File: src/rtl/ccdseq_pkg.sv
package ccdseq_pkg;

   typedef enum logic [2:0] {
      PH_IDLE   = 3'd0,
      PH_LEAD   = 3'd1,
      PH_BURST  = 3'd2,
      PH_EXPOSE = 3'd3,
      PH_SWEEP  = 3'd4,
      PH_READ   = 3'd5
   } phase_t;

   // tick-counted channels, one per timed phase after the lead
   localparam int NCH       = 4;
   localparam int CH_BURST  = 0;
   localparam int CH_EXPOSE = 1;
   localparam int CH_SWEEP  = 2;
   localparam int CH_LINE   = 3;

   function automatic int max_of(input int a, input int b);
      return (a > b) ? a : b;
   endfunction

   function automatic phase_t owner_of(input int ch);
      case (ch)
         CH_BURST:  return PH_BURST;
         CH_EXPOSE: return PH_EXPOSE;
         CH_SWEEP:  return PH_SWEEP;
         default:   return PH_READ;
      endcase
   endfunction

endpackage

File: src/rtl/ccdseq_tick_counter.sv
module ccdseq_tick_counter #(
   parameter int W = 8
) (
   input  logic         clk,
   input  logic         rst_n,
   input  logic         clr,
   input  logic         en,
   input  logic [W-1:0] limit,
   output logic         hit
);

   logic [W-1:0] cnt;

   // hit marks the event that completes the programmed count
   assign hit = en && (cnt == (limit - W'(1)));

   always_ff @(posedge clk or negedge rst_n) begin
      if (!rst_n) begin
         cnt <= '0;
      end else if (clr) begin
         cnt <= '0;
      end else if (en) begin
         cnt <= hit ? '0 : cnt + W'(1);
      end
   end

endmodule

File: src/rtl/ccdseq_lead_timer.sv
module ccdseq_lead_timer #(
   parameter int LEAD_CYC = 450000
) (
   input  logic clk,
   input  logic rst_n,
   input  logic run,
   output logic done
);

   generate
      if (LEAD_CYC <= 1) begin : g_single
         assign done = run;
      end else begin : g_count
         localparam int LW = $clog2(LEAD_CYC + 1);
         logic [LW-1:0] cnt;

         assign done = run && (cnt == LW'(LEAD_CYC - 1));

         always_ff @(posedge clk or negedge rst_n) begin
            if (!rst_n) begin
               cnt <= '0;
            end else if (!run) begin
               cnt <= '0;
            end else if (!done) begin
               cnt <= cnt + LW'(1);
            end
         end
      end
   endgenerate

endmodule

File: src/rtl/ccdseq_phase_fsm.sv
module ccdseq_phase_fsm
   import ccdseq_pkg::*;
#(
   parameter int EXP_W = 8
) (
   input  logic             clk,
   input  logic             rst_n,
   input  logic             cap_req,
   input  logic [EXP_W-1:0] exp_lines,
   input  logic             lead_done,
   input  logic [NCH-1:0]   ch_hit,
   output phase_t           phase,
   output logic [EXP_W-1:0] exp_q,
   output logic             field
);

   phase_t phase_nx;

   always_comb begin
      phase_nx = phase;
      case (phase)
         PH_IDLE:   if (cap_req)           phase_nx = PH_LEAD;
         PH_LEAD:   if (lead_done)         phase_nx = PH_BURST;
         PH_BURST:  if (ch_hit[CH_BURST])  phase_nx = PH_EXPOSE;
         PH_EXPOSE: if (ch_hit[CH_EXPOSE]) phase_nx = PH_SWEEP;
         PH_SWEEP:  if (ch_hit[CH_SWEEP])  phase_nx = PH_READ;
         PH_READ:   if (ch_hit[CH_LINE] && field) phase_nx = PH_IDLE;
         default:                          phase_nx = PH_IDLE;
      endcase
   end

   always_ff @(posedge clk or negedge rst_n) begin
      if (!rst_n) begin
         phase <= PH_IDLE;
         exp_q <= EXP_W'(1);
         field <= 1'b0;
      end else begin
         phase <= phase_nx;
         // exposure length is frozen at acceptance; zero becomes one line
         if (phase == PH_IDLE && cap_req) begin
            exp_q <= (exp_lines == '0) ? EXP_W'(1) : exp_lines;
         end
         if (phase == PH_SWEEP && ch_hit[CH_SWEEP]) begin
            field <= 1'b0;
         end else if (phase == PH_READ && ch_hit[CH_LINE]) begin
            field <= 1'b1;
         end
      end
   end

endmodule

File: src/rtl/ccdseq_out_stage.sv
module ccdseq_out_stage
   import ccdseq_pkg::*;
(
   input  logic   clk,
   input  logic   rst_n,
   input  phase_t phase,
   input  logic   hd_tick,
   input  logic   sweep_done,
   input  logic   field,
   output logic   sub_pulse,
   output logic   bias_hold,
   output logic   shutter_open,
   output logic   sweep_req,
   output logic   read_go,
   output logic   read_active,
   output logic   read_field,
   output logic   busy
);

   logic sub_q;
   logic go_q;

   always_ff @(posedge clk or negedge rst_n) begin
      if (!rst_n) begin
         sub_q <= 1'b0;
         go_q  <= 1'b0;
      end else begin
         sub_q <= (phase == PH_BURST) && hd_tick;
         go_q  <= (phase == PH_SWEEP) && sweep_done;
      end
   end

   always_comb begin
      busy         = (phase != PH_IDLE);
      bias_hold    = busy;
      shutter_open = (phase == PH_IDLE) || (phase == PH_LEAD) ||
                     (phase == PH_BURST) || (phase == PH_EXPOSE);
      sweep_req    = (phase == PH_SWEEP);
      read_active  = (phase == PH_READ);
      read_field   = read_active && field;
      sub_pulse    = sub_q;
      read_go      = go_q;
   end

endmodule

File: src/rtl/ccd_capture_seq.sv
module ccd_capture_seq
   import ccdseq_pkg::*;
#(
   parameter int CLK_HZ       = 22500000,
   parameter int LEAD_MS      = 20,
   parameter int NPULSE       = 20,
   parameter int SWEEP_FIELDS = 2,
   parameter int FIELD_LINES  = 775,
   parameter int EXP_W        = 8
) (
   input  logic             clk,
   input  logic             rst_n,
   input  logic             hd_tick,
   input  logic             vd_tick,
   input  logic             cap_req,
   input  logic [EXP_W-1:0] exp_lines,
   output logic             sub_pulse,
   output logic             bias_hold,
   output logic             shutter_open,
   output logic             sweep_req,
   output logic             read_go,
   output logic             read_active,
   output logic             read_field,
   output logic             busy
);

   localparam int LEAD_CYC = (CLK_HZ / 1000) * LEAD_MS;
   localparam int CMAX     = max_of(max_of(NPULSE, SWEEP_FIELDS),
                                    max_of(FIELD_LINES, (1 << EXP_W) - 1));
   localparam int CW       = $clog2(CMAX + 1);

   generate
      if (NPULSE < 20) begin : g_bad_npulse
         $error("NPULSE must be 20 or more");
      end
      if (SWEEP_FIELDS < 2) begin : g_bad_sweep
         $error("SWEEP_FIELDS must be 2 or more");
      end
      if (FIELD_LINES < 1) begin : g_bad_lines
         $error("FIELD_LINES must be 1 or more");
      end
      if (LEAD_CYC < 1) begin : g_bad_lead
         $error("lead time must be at least one clock");
      end
      if (EXP_W < 1 || EXP_W > 16) begin : g_bad_expw
         $error("EXP_W must lie in 1..16");
      end
   endgenerate

   phase_t           phase;
   logic [EXP_W-1:0] exp_q;
   logic             field;
   logic             lead_done;
   logic [NCH-1:0]   ch_en;
   logic [NCH-1:0]   ch_clr;
   logic [NCH-1:0]   ch_hit;
   logic [CW-1:0]    ch_limit [NCH];

   ccdseq_lead_timer #(.LEAD_CYC(LEAD_CYC)) u_lead (
      .clk  (clk),
      .rst_n(rst_n),
      .run  (phase == PH_LEAD),
      .done (lead_done)
   );

   generate
      for (genvar i = 0; i < NCH; i++) begin : g_ch
         if (i == CH_SWEEP) begin : g_vd
            assign ch_en[i] = vd_tick && (phase == owner_of(i));
         end else begin : g_hd
            assign ch_en[i] = hd_tick && (phase == owner_of(i));
         end

         if (i == CH_BURST) begin : g_lim_burst
            assign ch_limit[i] = CW'(NPULSE);
         end else if (i == CH_EXPOSE) begin : g_lim_exp
            assign ch_limit[i] = CW'(exp_q);
         end else if (i == CH_SWEEP) begin : g_lim_sweep
            assign ch_limit[i] = CW'(SWEEP_FIELDS);
         end else begin : g_lim_line
            assign ch_limit[i] = CW'(FIELD_LINES);
         end

         assign ch_clr[i] = (phase != owner_of(i));

         ccdseq_tick_counter #(.W(CW)) u_cnt (
            .clk  (clk),
            .rst_n(rst_n),
            .clr  (ch_clr[i]),
            .en   (ch_en[i]),
            .limit(ch_limit[i]),
            .hit  (ch_hit[i])
         );
      end
   endgenerate

   ccdseq_phase_fsm #(.EXP_W(EXP_W)) u_fsm (
      .clk      (clk),
      .rst_n    (rst_n),
      .cap_req  (cap_req),
      .exp_lines(exp_lines),
      .lead_done(lead_done),
      .ch_hit   (ch_hit),
      .phase    (phase),
      .exp_q    (exp_q),
      .field    (field)
   );

   ccdseq_out_stage u_out (
      .clk         (clk),
      .rst_n       (rst_n),
      .phase       (phase),
      .hd_tick     (hd_tick),
      .sweep_done  (ch_hit[CH_SWEEP]),
      .field       (field),
      .sub_pulse   (sub_pulse),
      .bias_hold   (bias_hold),
      .shutter_open(shutter_open),
      .sweep_req   (sweep_req),
      .read_go     (read_go),
      .read_active (read_active),
      .read_field  (read_field),
      .busy        (busy)
   );

endmodule

File: config.mk
export PLATFORM = sky130hd
export DESIGN_NAME = ccd_capture_seq
export DESIGN_NICKNAME = d
export VERILOG_FILES = /design/src/rtl/ccdseq_pkg.sv /design/src/rtl/ccdseq_tick_counter.sv /design/src/rtl/ccdseq_lead_timer.sv /design/src/rtl/ccdseq_phase_fsm.sv /design/src/rtl/ccdseq_out_stage.sv /design/src/rtl/ccd_capture_seq.sv
export SDC_FILE = /design/constraint.sdc
export NUM_CORES = 1
export LEC_CHECK = 0
export BUFFER_PORTS_ARGS = -buffer_cell sky130_fd_sc_hd__clkbuf_2
export CAP_MARGIN = 20
export CORE_ASPECT_RATIO = 0.6
export CORE_MARGIN = 2
export CORE_UTILIZATION = 46
export CTS_CLUSTER_SIZE = 20
export DETAILED_ROUTE_END_ITERATION = 6
export PLACE_DENSITY = 0.71
export SYNTH_ARGS = -nofsm -noshare
export SYNTH_HDL_FRONTEND = slang
export SYNTH_SLANG_ARGS = --single-unit
File: constraint.sdc
create_clock -name clk -period 2.2 [get_ports clk]
set_clock_uncertainty 0.1 [all_clocks]
set_input_delay 0.11 -clock clk [delete_from_list [all_inputs] [get_ports clk]]
set_output_delay 0.11 -clock clk [all_outputs]
set_load 0.005 [all_outputs]
==> qor.csv <==
metric;value;unit
ant diodes;0;
slew margin rel.;54.75;%
Area growth, synth to finish;23.00;%
R2R Path Start;u_fsm.exp_q[3]$_DFFE_PN0P_;
worst reg2reg endpoint;g_ch[1].u_cnt.cnt[5]$_DFFE_PN0P_;
synth warn;0;
Die Wd;124.0;um
Residual DRC;0;
Mapped Cells;431;
Slew Viols, Final;0;
CP Data Required Time;2.32;ns
measured slew at the worst slew-check pin;0.6788;ns
Mapped Area;3971;sq um
post-route setup slack;-0.08005;ns
non-filler instance count after layout;604;
FF-to-FF path depth;8;
largest net degree at the start of global routing;41;
Post-synth ARST share;100.0;%
vias in the first global route;3128;
CP Cell Sequence;or3_4, nor2_2, nand4_1, a2111oi_4, buf_4, a21o_1, buf_6, nor2_1;
Seq. cell area;1828;sq um
Die Ht;75.97;um
first-pass iteration count of the detailed router;5;
Final Util;57.75;%
arrival time worst endpoint;2.40;ns
register area share after synthesis;46.03;%
Clk Latency, worst-skew pair;0.34;ns
Num CTS Buffers;9;
Yosys reg bits;73;
vias per cell;5.462;
grt ovf;0;
Hold WC Path Type;input pin to flop;
Yosys top cell area share;45.37;%
pre-CTS setup slack;-0.1261;ns
Setup CP Type;flop to flop;
share of post-route cells with drive strength above 1;19.72;%
Pwr Total;4.409;mW
Hold Vio Cnt, Final;0;
cell area after layout;4885;sq um
failing checks;setup timing;
WL/cell;15.02;um
worst hold slack;0.06562;ns
Pleak;2.075;nW
vias;3299;
Rows;26;
Setup violations, final;10;
final WL;9.071;mm
IO Count;21;
CTS tree;done;
commonest non-fill, non-tap cells in the layout;dfrtp_1, nor2_1, nand2_1, o21ai_0, xor2_1;
Routability Congestion;0.8818;
initial antenna violation count;0;
leading area contributor after synthesis;dfrtp_1;
initial DRC count;277;
Critical path origin;u_fsm.exp_q[3]$_DFFE_PN0P_;
area post-placement;4348;sq um
Sum Neg Setup Slack;-0.4593;ns
syn_area_per_cell;9.214;sq um
first-pass GRT wire length;15.35;mm
IO Port Bufs;20;
run status;finished with violations;
Power Dens Cells;902.6;nW/um^2
clock slew seen by the registers of the worst setup and hold paths;0.06;ns
Tot GR Track Use;20.90;%
CP Launch Type;flop;
CTS H-tree depth;3;
clk sinks;73;
syn_nets;452;
EDFF count, synth;0;
Core ar.;8458;sq um
commonest register cell after synthesis;dfrtp_1;
initial core utilization;46.95;%
Multi-input gate area;2167;sq um
max-capacitance violation count;0;
Final ANT Viol Nets;0;
critical path peak fanout;7;
fmax;438.6;MHz
Max clock buf depth;2;
Worst path max stage delay;0.41;ns
Worst R2R Setup Slack;-0.08;ns
Worst setup endpoint;g_ch[1].u_cnt.cnt[5]$_DFFE_PN0P_;
Detailed Place HPWL;6.361;mm
die area;9417;sq um
top cells by area, synth;dfrtp_1, nor2_1, xor2_1;
Nets;508;
Tcrit/Tclk final;103.6;%
Worst path slowest cell;or3_4;
worst ir drop on vdd;537.7;uV
most common cell after layout, fill and taps aside;dfrtp_1;
unrepaired setup endpoints after global routing;true;
post-synthesis cell type count;52;
CTS root buf;clkbuf_16;
post-placement cell count;574;
final critical-path required period;2.280;ns
FILL cells;746;
CP Capture Type;flop;
==> sequential cells by signal (all words and copies together) (netlist names) <==
name,cells
u_fsm.phase,3
u_fsm.exp_q,8
u_lead.g_count.cnt,19
u_out.read_go,1
u_fsm.field,1
g_ch.u_cnt.cnt,40
u_out.sub_pulse,1
==> cell usage after synthesis, types with 8 or more instances <==
cell / number
and3_1: 12
ha_1: 8
nand4_1: 14
dfrtp_1: 72
a21oi_1: 13
o21ai_0: 35
xnor2_1: 11
nand2_1: 38
inv_1: 10
nor4_1: 8
nand3_1: 16
nand2b_1: 9
xor2_1: 28
nor2_1: 67
==> worst max-delay path, delay by kind of cell, from the launching register on <==
family,cells,cell delay (ns)
and+or+nand+nor,4,0.72
AOI/OAI and AO/OA,2,0.59
buffers and inverters,2,0.36
DFF,1,0.38
==> logic make-up after synthesis <==
family,count (synthesis),synth area share (%)
adder cells (fa/ha/maj),8,2.521
XOR/XNOR,39,8.601
multiplexers,9,2.457
flip-flops,73,46.03
AO/OA/AOI/OAI,75,12.00
AND/OR/NAND/NOR,205,25.87
buffers and inverters,22,2.521
==> per-layer routing <==
layer	up-vias	GRT usage, %	part of all wire [%]	wire length (um)
li1	1640	-	-	-
met1	1584	31.00	51	4660
met3	11	6.961	4.1	369
met2	64	29.62	44	3950
met4	0	4.719	1.0	91
met5	-	0	0	0
==> how the worst min path moves through the flow <==
stage                     cells after the start                          endpoint    start
after floorplan                               0  g_ch[0].u_cnt.cnt[0]$_DFFE_PN0P_    rst_n
after global placement                        1  g_ch[0].u_cnt.cnt[7]$_DFFE_PN0P_    rst_n
after detailed placement                      1  g_ch[0].u_cnt.cnt[5]$_DFFE_PN0P_    rst_n
after CTS                                     3  g_ch[2].u_cnt.cnt[9]$_DFFE_PN0P_  vd_tick
after global routing                          3  g_ch[2].u_cnt.cnt[9]$_DFFE_PN0P_  vd_tick
final                                         3  g_ch[2].u_cnt.cnt[9]$_DFFE_PN0P_  vd_tick
==> repair_timing <==
action                                 4_1_cts  5_1_grt
setup buffers                                1        4
setup endpoints to repair                   11       22
hold buffers                                 9        0
resized for setup                           16       17
pin swaps                                   13        3
endpoints found under the hold margin       35        0
==> cell type report <==
cell class / count / area share (%)
clock buffers: 13 / 5.328
clock inverters: 3 / 0.3074
inverters: 10 / 0.7684
multi-input cells: 336 / 44.36
flip-flops and latches: 73 / 37.42
well taps: 112 / 2.869
repair buffers: 57 / 8.940
==> power by group <==
part | internal [mW] | switching (mW) | leakage [nW] | total [mW]
clock network | 0.819 | 0.535 | 0.139 | 1.35
registers | 1.49 | 0.147 | 0.994 | 1.63
logic | 0.646 | 0.778 | 0.941 | 1.42
Power figures use the tool's default switching activity.
